### src/rtl/cca_pkg.sv
// Shared types for the compare and conditional add unit.
// Assumes a 4-bit condition selector whose low bit inverts the sense.
package cca_pkg;
    typedef struct packed {
        logic ovf;
        logic sgn;
        logic zro;
        logic aux;
        logic par;
        logic cry;
    } cca_flags_t;

    typedef enum logic [1:0] {
        ST_IDLE  = 2'd0,
        ST_READ  = 2'd1,
        ST_WRITE = 2'd2,
        ST_DONE  = 2'd3
    } cca_state_e;
endpackage

### src/rtl/cca_flags.sv
// Flag generator: subtracts subtrahend from minuend and derives the six
// arithmetic flags. Purely combinational; assumes W >= 8.
module cca_flags
    import cca_pkg::*;
#(
    parameter int W = 64
) (
    input  logic [W-1:0] minuend,
    input  logic [W-1:0] subtrahend,
    output cca_flags_t   flags
);
    logic [W:0]   ext;
    logic [W-1:0] diff;

    assign ext  = {1'b0, minuend} - {1'b0, subtrahend};
    assign diff = ext[W-1:0];

    // Derive each flag from the extended difference.
    always_comb begin
        flags.cry = ext[W];
        flags.zro = (diff == '0);
        flags.sgn = diff[W-1];
        flags.par = ~^diff[7:0];
        flags.aux = minuend[4] ^ subtrahend[4] ^ diff[4];
        flags.ovf = (minuend[W-1] != subtrahend[W-1]) && (diff[W-1] != minuend[W-1]);
    end
endmodule

### src/rtl/cca_cond.sv
// Condition evaluator: code[3:1] picks a base predicate, code[0] inverts it.
module cca_cond
    import cca_pkg::*;
(
    input  cca_flags_t flags,
    input  logic [3:0] code,
    output logic       taken
);
    logic base;

    // Select the base predicate for the pair of codes.
    always_comb begin
        unique case (code[3:1])
            3'd0:    base = flags.ovf;
            3'd1:    base = flags.cry;
            3'd2:    base = flags.zro;
            3'd3:    base = flags.cry | flags.zro;
            3'd4:    base = flags.sgn;
            3'd5:    base = flags.par;
            3'd6:    base = flags.sgn ^ flags.ovf;
            default: base = flags.zro | (flags.sgn ^ flags.ovf);
        endcase
    end

    assign taken = base ^ code[0];
endmodule

### src/rtl/cca_ctrl.sv
// Sequencer for one locked read-modify-write. Assumes the memory side
// answers each request with a single-cycle valid or ack.
module cca_ctrl
    import cca_pkg::*;
(
    input  logic clk,
    input  logic rst_n,
    input  logic start,
    input  logic misalign,
    input  logic rd_valid,
    input  logic wr_ack,
    output logic ready,
    output logic in_read,
    output logic in_write,
    output logic done
);
    cca_state_e state_q, state_d;

    // Next-state selection.
    always_comb begin
        state_d = state_q;
        unique case (state_q)
            ST_IDLE:  if (start) state_d = misalign ? ST_DONE : ST_READ;
            ST_READ:  if (rd_valid) state_d = ST_WRITE;
            ST_WRITE: if (wr_ack) state_d = ST_DONE;
            default:  state_d = ST_IDLE;
        endcase
    end

    // State register with synchronous reset.
    always_ff @(posedge clk) begin
        if (!rst_n) state_q <= ST_IDLE;
        else        state_q <= state_d;
    end

    assign ready    = (state_q == ST_IDLE);
    assign in_read  = (state_q == ST_READ);
    assign in_write = (state_q == ST_WRITE);
    assign done     = (state_q == ST_DONE);
endmodule

### src/rtl/cca_unit.sv
// Atomic compare and conditional add unit. Latches a command, reads the
// word under lock, compares, writes back either the sum or the original,
// and reports the original word and flags. Assumes a naturally aligned
// DATA_W-bit word; misaligned addresses fault without memory access.
module cca_unit
    import cca_pkg::*;
#(
    parameter int DATA_W = 64,
    parameter int ADDR_W = 48
) (
    input  logic              clk,
    input  logic              rst_n,
    input  logic              cmd_valid,
    output logic              cmd_ready,
    input  logic [ADDR_W-1:0] cmd_addr,
    input  logic [DATA_W-1:0] cmd_cmp,
    input  logic [DATA_W-1:0] cmd_add,
    input  logic [3:0]        cmd_cond,
    output logic              mem_lock,
    output logic [ADDR_W-1:0] mem_addr,
    output logic              mem_rd_req,
    input  logic              mem_rd_valid,
    input  logic [DATA_W-1:0] mem_rd_data,
    output logic              mem_wr_req,
    output logic [DATA_W-1:0] mem_wr_data,
    input  logic              mem_wr_ack,
    output logic              res_valid,
    output logic [DATA_W-1:0] res_old,
    output logic [5:0]        res_flags,
    output logic              res_fault
);
    localparam int ALIGN_W = $clog2(DATA_W / 8);

    logic              start, misalign, in_read, in_write, done, taken;
    logic [ADDR_W-1:0] addr_q;
    logic [DATA_W-1:0] cmp_q, add_q, old_q, wdata_q;
    logic [3:0]        cond_q;
    logic              fault_q;
    cca_flags_t        flags_now, flags_q;

    assign start    = cmd_valid & cmd_ready;
    assign misalign = |cmd_addr[ALIGN_W-1:0];

    cca_ctrl u_ctrl (
        .clk      (clk),
        .rst_n    (rst_n),
        .start    (start),
        .misalign (misalign),
        .rd_valid (mem_rd_valid),
        .wr_ack   (mem_wr_ack),
        .ready    (cmd_ready),
        .in_read  (in_read),
        .in_write (in_write),
        .done     (done)
    );

    cca_flags #(.W(DATA_W)) u_flags (
        .minuend    (mem_rd_data),
        .subtrahend (cmp_q),
        .flags      (flags_now)
    );

    cca_cond u_cond (
        .flags (flags_now),
        .code  (cond_q),
        .taken (taken)
    );

    // Capture the command operands on acceptance.
    always_ff @(posedge clk) begin
        if (!rst_n) begin
            addr_q  <= '0;
            cmp_q   <= '0;
            add_q   <= '0;
            cond_q  <= '0;
            fault_q <= 1'b0;
        end else if (start) begin
            addr_q  <= cmd_addr;
            cmp_q   <= cmd_cmp;
            add_q   <= cmd_add;
            cond_q  <= cmd_cond;
            fault_q <= misalign;
        end
    end

    // Capture read data, flags and the chosen write value.
    always_ff @(posedge clk) begin
        if (!rst_n) begin
            old_q   <= '0;
            wdata_q <= '0;
            flags_q <= '0;
        end else if (in_read && mem_rd_valid) begin
            old_q   <= mem_rd_data;
            wdata_q <= taken ? (mem_rd_data + add_q) : mem_rd_data;
            flags_q <= flags_now;
        end
    end

    assign mem_lock    = in_read | in_write;
    assign mem_rd_req  = in_read;
    assign mem_wr_req  = in_write;
    assign mem_addr    = addr_q;
    assign mem_wr_data = wdata_q;
    assign res_valid   = done;
    assign res_old     = old_q;
    assign res_flags   = flags_q;
    assign res_fault   = fault_q;
endmodule

### config.mk
export PLATFORM = sky130hd
export DESIGN_NAME = cca_unit
export DESIGN_NICKNAME = d
export VERILOG_FILES = /design/src/rtl/cca_pkg.sv /design/src/rtl/cca_flags.sv /design/src/rtl/cca_cond.sv /design/src/rtl/cca_ctrl.sv /design/src/rtl/cca_unit.sv
export SDC_FILE = /design/constraint.sdc
export NUM_CORES = 1
export LEC_CHECK = 0
export ABC_AREA = 1
export CORE_ASPECT_RATIO = 1.5
export CORE_UTILIZATION = 35
export CTS_CLUSTER_SIZE = 40
export DETAILED_ROUTE_END_ITERATION = 6
export PLACE_DENSITY_LB_ADDON = 0.05
export SLEW_MARGIN = 20
export SYNTH_ARGS = -nofsm -noshare
export SYNTH_HDL_FRONTEND = slang
export SYNTH_SLANG_ARGS = --single-unit
### constraint.sdc
create_clock -name clk -period 13.7 [get_ports clk]
set_input_delay 2.74 -clock clk [delete_from_list [all_inputs] [get_ports clk]]
set_output_delay 2.74 -clock clk [all_outputs]
set_load 0.01 [all_outputs]
======== Yosys cells after proc, flatten, opt, wreduce, memory -nomap -nowiden ========
Index checks and enable logic that the tools add are counted.
word-level totals
  output and inout port bits .............. 188
  bits of input ports ..................... 249
  register bits after elaboration ......... 317
  logic and storage cells ................. 53
operators by class
  equal/unequal tests ..................... 14
  mux-type cells .......................... 7
  reduce and logical (&&, ||, !) cells .... 8
  bitwise gates (word level) .............. 8
  $add $sub $neg .......................... 2
operator list
  cell                                                    count
  subtractor 64 x 64 -> 65 bit                            1
  adder 64 bit                                            1
  logical NOT 64 bit                                      1
  two-way mux 64 bit                                      1
  equality test 3 bit (second input constant)             3
  two-way mux 2 bit                                       4
  XNOR reduction 8 bit                                    1
  case mux 1 bit (7 select lines)                         1
  equality test 3 x 2 -> 1 bit (second input constant)    2
  case mux 2 bit (3 select lines)                         1
  equality test 2 bit (second input constant)             2
  inequality test 2 bit (second input constant)           2
  bitwise XOR 1 bit                                       4
  equality test 3 x 1 -> 1 bit (second input constant)    1
  logical NOT 3 bit                                       1
  bitwise OR 1 bit                                        3
  AND reduction 3 bit                                     1
  OR reduction 3 bit                                      1
  equality test 2 x 1 -> 1 bit (second input constant)    1
  logical AND 1 bit                                       2
  logical NOT 2 bit                                       1
  inequality test 1 bit                                   2
  inequality test 2 x 1 -> 1 bit (second input constant)  1
  bitwise AND 1 bit                                       1

======== Longest topological paths before layout ========
Gate-level depths: netlist of the first run.
  depth in word-level cells ............... 8
  depth in mapped cells ................... 32
  gate-level depth less buffers ........... 31

======== Hierarchy ========
A second synthesis of the first run with hierarchy kept.
unflattened totals
  cell total of the unflattened synthesis .. 4080
  area, all modules ....................... 23506.3 um^2
by module, submodules not included
  module     instances  sequential area each (um^2)  cells each  area each (um^2)
  cca_unit   1          6306.0                       2740        17164.0
  cca_flags  1          0.0                          1285        6025.8
  cca_ctrl   1          40.0                         29          203.9
  cca_cond   1          0.0                          26          112.6

======== Worst setup path before layout of the first run ========
No wires, ideal clock.
  kind .................................... input to register
  start point ............................. in mem_rd_data[28]
  end point ............................... reg wdata_q[10], in the netlist mem_wr_data[10]
  stages .................................. 29
  required time ........................... 13.568 ns
  path buffers ............................ 1
  path slack .............................. 7.518 ns
  data arrival time ....................... 6.050 ns
  cells stage by stage .................... ha_1 > nand2_1 > inv_1 > nand2_1 > nor2_1 > nand2_1 > nor4_1 > nand2_1 > nand2_1 > a221oi_1 > fa_1 > nand2_1 > nor2_1 > nand3_1 > a21oi_1 > nand3_1 > nor2_1 > nand2_1 > nor2_1 > nand3_1 > nor2_2 > nand3_2 > nand2_4 > nand2_2 > nand2_4 > buf_6 > nand3_2 > nand3_1 > a21oi_1
between the ends
  cells in the longest elaborated chain, start to end .. 8
ends and longest elaborated chain
  item                                                                        line             source
  from (decl)                                                                 cca_unit.sv:23   input logic [DATA_W-1:0] mem_rd_data,
  subtractor 64 x 64 -> 65 bit (*)                                            cca_flags.sv:15  assign ext = {1'b0, minuend} - {1'b0, subtrahend};
  parallel branches: the longest is 4 deep, another holds logical NOT 64 bit  --
  case mux 1 bit (7 select lines) (*)                                         cca_cond.sv:13   unique case (code[3:1])
  bitwise XOR 1 bit (*)                                                       cca_cond.sv:25   assign taken = base ^ code[0];
  two-way mux 64 bit (*)                                                      cca_unit.sv:94   wdata_q <= taken ? (mem_rd_data + add_q) : mem_rd_data;
  to (signal assigned)                                                        cca_unit.sv:94
  to (decl)                                                                   cca_unit.sv:36   logic [DATA_W-1:0] cmp_q, add_q, old_q, wdata_q;
Mark *: on every way between the ends.
A chain may end at the register's enable or synchronous reset.

======== Worst setup path after layout of the first run ========
  start point ............................. in mem_rd_data[26]
  end point ............................... reg wdata_q[63], in the netlist mem_wr_data[63]
between the ends
  cells in the longest elaborated chain, start to end .. 8
ends and longest elaborated chain
  item                                                                                  line
  parallel branches: the longest is 7 deep, another holds subtractor 64 x 64 -> 65 bit  --
  two-way mux 64 bit (*)                                                                cca_unit.sv:94
Marked as above.

==> results.yml, run 1 <==
worst_setup_path:
  endpoint_kind: "flip-flop"
  start_kind: "primary input"
  cp_max_fo: 47
  cpMostUsedCell: "nand2_1"
  ff2ff_setup_slack_ps: 8330
  reg2reg_depth: 30
  cp-startpoint: "mem_rd_data[26]"
  reg2reg_from: "cmp_q[29]"
  required_ps: 14140
  worstPathArrival_ps: 8270
  r2r_end: "mem_wr_data[63]"
  crit_end: "mem_wr_data[63]"
  critical_path_class: "in2reg"
  critPathSlowestCell: "buf_4"
  max_stage_delay_ps: 690
global_route:
  grt_pass1_wl_um: 145000
  grt_max_degree: 211
  grt_pass1_vias: 24200
  grt-ovfl-total: 0
  grtUsageTotal_pct: 29.3
  antenna_found_initial: 6
timing:
  worst_slack_ps: 5870
  tightest_slew_ps: 1060
  period_needed_ps: 7830
  rsz0062_at_grt: "false"
  setup_tns_ps: 0
  slew_viol_final: 0
  clock_skew_ps: 12.4
  max-slew-margin-rel_pct: 29.6
  fmax_mhz: 128
  period_share_pct: 57.2
  hold_viol: 0
  setup-violations-final: 0
synthesis:
  synthTopCellsByArea: "dfxtp_1, nand2_1, inv_1"
  synthesis.area_mm2: 0.0225
  synth_cell_types: 44
  synth_top_area_share_pct: 28.2
  ys_seq_area_share_pct: 28.2
  synth_seq_cells: 317
  yosys_most_used_dff: "dfxtp_1"
  ys_warn_count: 0
  synth_cells: 3627
  syn_area_per_cell_um2: 6.21
  synth_edf_count: 0
  syn_nets: 4015
  synthArstFlopShare_pct: 0
  synth_top_area_cell: "dfxtp_1"
placement:
  dp_slack_ps: 5230
  port-buffer-count: 436
  post_dp_cell_area_mm2: 0.0274
  gp_congestion: 0.981
  hpwl_um: 78800
floorplanning:
  start_util_pct: 35.5
  rows: 113
  io_pins: 437
  die_y_um: 313
  coreArea_mm2: 0.0635
  die_w_um: 209
  fp.dieArea_mm2: 0.0654
drt:
  dr_total_vias: 24300
  via_per_inst: 5.04
  first_pass_iters: 5
  met1_length_um: 38900
  highest-signal-layer: "met4"
  drc_errors: 0
  drt-wirelength-per-cell_um: 20.3
  wl_met3_um: 3670
  drt-initial-drc-count: 1297
  met2_length_um: 50500
  wl_um: 97700
  ant_nets: 0
cts:
  cts_made_buffers: 36
  cts.reportedPaths.clkPinSlew_ps: 60
  cts_root_buffer: "clkbuf_16"
  cts_tree: "yes"
  cts-resized-gates: 0
  numClockSinks: 317
  clkLatencyLatePin_ps: 590
  htree_levels: 2
  cts_hold_buf: 0
  clock_path_buffers: 3
  post_cts_buffers: 0
cells_and_area:
  design_area_mm2: 0.0287
  drive_gt1_share_pct: 4.29
  multi_input_area_mm2: 0.0134
  fin_util_pct: 45.2
  final_cell_mix: "nand2_1, inv_1, nor2_1, clkdlybuf4s50_1, a21oi_1"
  fillers: 6919
  layout_commonest_cell: "nand2_1"
  fin_nets: 4373
  syn2layout_area_growth_pct: 27.3
  regArea_mm2: 0.00635
pwr:
  vdd_drop_max_v: 0.000110
  p_leak_nw: 13.4
  power_density_mw_per_mm2: 181
run_status:
  status: "complete, no violations"
flow_run:
  maxCapViolations: 0
min_path:
  hp-class: "reg2reg"
==> per-layer routing <==
layer / up-vias / track usage (%)
met5: - / 0
met4: 0 / 13.6
met3: 164 / 3.22
met2: 624 / 54.8
met1: 11200 / 32.8
li1: 12300 / -
==> state kept, by name (all words and copies together), names as in the netlist <==
signal / count
res_flags: 6
res_fault: 1
cond_q: 4
u_ctrl.state_q: 2
mem_wr_data: 64
add_q: 64
res_old: 64
mem_addr: 48
cmp_q: 64
==> report_power, final <==
| part | internal [mW] | switching [mW] |
|---|---|---|
| logic | 1.01 | 1.86 |
| registers | 1.15 | 0.119 |
| clock network | 0.603 | 0.434 |
==> through the flow <==
stage	instances	total power, mW	hold slack, ps
3_3_place_gp	4752	4.17	450
5_1_grt	4821	5.57	474
2_1_floorplan	3627	3.13	433
3_5_place_dp	4752	4.17	452
4_1_cts	4815	5.23	461
6_report	4821	5.18	457
==> cells in the mapped netlist, types with 2 or more instances <==
cell type,number
nand2_1,807
inv_1,582
nor2_1,440
a21oi_1,352
dfxtp_1,317
o21ai_0,314
nand3_1,234
ha_1,136
clkbuf_1,91
nand3_2,60
xor2_1,41
xnor2_1,31
nand4_1,28
a31oi_1,24
nor3_1,24
buf_2,17
nor2_2,16
buf_6,12
o21bai_1,11
nand2_2,10
nand3b_1,10
a21o_1,9
nor4_1,7
buf_1,6
clkinv_1,6
a21boi_0,5
a221oi_1,4
nand2_4,4
o221ai_1,4
fa_1,3
o211ai_1,3
o21a_1,3
o21ai_1,3
a211oi_1,2
nand3_4,2
==> worst min path at each step <==
stage	startpoint	endpoint	slack (ps)	cells after the start
after CTS	cmp_q[42]	cmp_q[42]	460	2
after floorplan	cmp_q[10]	cmp_q[10]	430	2
final	cmp_q[8]	cmp_q[8]	460	2
after detailed placement	cmp_q[42]	cmp_q[42]	450	2
after global placement	cmp_q[27]	cmp_q[27]	450	2
after global routing	mem_wr_data[52]	mem_wr_data[52]	470	2
==> cell families after synthesis <==
family / count (synthesis) / synth area share, %
xor gates and xnor gates: 72 / 2.80
buffers and inverters: 716 / 12.4
and+or+nand+nor: 1646 / 31.7
adders and majority gates: 139 / 7.82
AOI/OAI and AO/OA: 737 / 17.1
DFF: 317 / 28.2
==> final cells by class <==
cell class                 instances  area share (%)
tap                              805            3.51
sequential                       317            22.1
inverter                         589            7.74
antenna                            6          0.0524
multi-input combinational       2594            46.7
clock inverter                    12           0.554
clock buffer                      51            3.73
timing repair buffer             447            15.6
==> worst max-delay path, delay by kind of cell <==
kind	cells	cell delay, ps
simple gates	20	2410
buf+inv	3	1320
compound gates	5	970
fa+ha+maj	2	800
No activity file was read; power rests on OpenSTA's default activity.
==> inputs of run 2 (changes only) <==
==> constraint.sdc (replaced) <==
create_clock -name clk -period 7.6 [get_ports clk]
set_input_delay 1.52 -clock clk [delete_from_list [all_inputs] [get_ports clk]]
set_output_delay 1.52 -clock clk [all_outputs]
set_load 0.01 [all_outputs]
==> results.yml, run 2 (same netlist as run 1, synthesis figures left out) <==
placement:
  dp_slack_ps: 862
  gp_congestion: 0.984
  post_dp_cell_area_mm2: 0.0275
  port-buffer-count: 436
  hpwl_um: 77600
  dp_cells: 4762
timing:
  worst_slack_ps: 1460
  setup_tns_ps: 0
  setup-violations-final: 0
  tightest_slew_ps: 1070
  hold_viol: 0
  max-slew-margin-rel_pct: 27.7
  fmax_mhz: 163
  period_share_pct: 80.8
  rsz0062_at_grt: "false"
  period_needed_ps: 6140
  clock_skew_ps: 26.9
  slew_viol_final: 0
  whs_ps: 459
floorplanning:
  io_pins: 437
  fp.dieArea_mm2: 0.0654
  coreArea_mm2: 0.0635
  die_w_um: 209
  start_util_pct: 35.5
  rows: 113
  die_y_um: 313
worst_setup_path:
  start_kind: "primary input"
  endpoint_kind: "flip-flop"
  critical_path_class: "in2reg"
  cp_max_fo: 64
  ff2ff_setup_slack_ps: 2740
  worstPathArrival_ps: 6560
  required_ps: 8020
drt:
  wl_um: 95700
  drt-initial-drc-count: 1387
  dr_total_vias: 24400
  drc_errors: 0
  ant_nets: 0
  via_per_inst: 5.05
  drt-wirelength-per-cell_um: 19.8
  first_pass_iters: 6
pwr:
  clkPwrFrac_pct: 19.3
  fin_total_pwr_mw: 9.29
  pwr-share-comb_pct: 56.0
  internal-power_mw: 4.98
  p_leak_nw: 13.4
  p_sw_mw: 4.31
  switching_share_pct: 46.4
  vdd_drop_max_v: 0.000198
  power_density_mw_per_mm2: 323
  seqPwrFrac_pct: 24.7
cts:
  cts-resized-gates: 0
  numClockSinks: 317
  cts.reportedPaths.clkPinSlew_ps: 60
  cts_made_buffers: 34
  cts_root_buffer: "clkbuf_16"
  post_cts_buffers: 0
  htree_levels: 2
  clock_path_buffers: 3
  cts_hold_buf: 0
  cts_tree: "yes"
  clkLatencyLatePin_ps: 570
global_route:
  antenna_found_initial: 5
  grtUsageTotal_pct: 28.8
  grt_max_degree: 139
  grt_pass1_vias: 24200
  grt_pass1_wl_um: 144000
  grt-ovfl-total: 0
cells_and_area:
  design_area_mm2: 0.0287
  instances_no_fill: 4828
  syn2layout_area_growth_pct: 27.5
  regArea_mm2: 0.00635
  fin_util_pct: 45.3
  fillers: 6865
  final_cell_mix: "nand2_1, inv_1, nor2_1, clkdlybuf4s50_1, a21oi_1"
  multi_input_area_mm2: 0.0134
  drive_gt1_share_pct: 4.48
  layout_commonest_cell: "nand2_1"
  fin_nets: 4381
run_status:
  status: "complete, no violations"
flow_run:
  maxCapViolations: 0
min_path:
  hp-class: "reg2reg"
[run 2: final cells by class]
| type | count | area share, % |
|---|---|---|
| multi-input cells | 2594 | 46.6 |
| flip-flops and latches | 317 | 22.1 |
| repair buffers | 457 | 15.9 |
| inverters | 589 | 7.72 |
| well taps | 805 | 3.51 |
| clock buffers | 48 | 3.50 |
| clock inverters | 13 | 0.605 |
| diodes | 5 | 0.0435 |
[run 2: critical path, stage by stage]
cell and delay, ps:
clkdlybuf4s50_1 620, ha_1 470, nand2_1 190, inv_1 60, nand2_1 60, nand2_1 70, inv_1 60, nand2_1 90
a21oi_1 180, nand2_1 150, nand2_1 110, nand2_1 70, a221oi_1 380, fa_1 520, buf_4 170, o21ai_0 250
nor3_1 80, a211oi_1 170, nand4_1 120, inv_1 100, nand2_4 80, nand3_4 50, buf_4 590, nand3_1 190
nand3_1 120, a21oi_1 70
[run 2: path summary, 6_finish.rpt]
path | startpoint | endpoint | cells after the start
max | mem_rd_data[18] | mem_wr_data[37] | 26
min | cmp_q[13] | cmp_q[13] | 2
max reg2reg | cmp_q[17] | mem_wr_data[37] | 26
min reg2reg | cmp_q[13] | cmp_q[13] | 2
[run 2: power by group through the flow]
stage               sequential, mW  clock, mW  combinational [mW]
floorplan                     2.36          0                3.29
global placement              2.32          0                5.20
detailed placement            2.33          0                5.19
CTS                           2.30       1.85                5.21
global route                  2.34       1.90                5.76
finish                        2.30       1.80                5.20
[run 2: per-layer routing]
layer  global-route usage, %  routed length, µm  up-vias
met5                       0                  0        -
li1                        -                  -    12300
met3                    3.33               4190      162
met4                    13.1               4340        0
met1                    32.4              37900    11100
met2                    54.0              49300      731
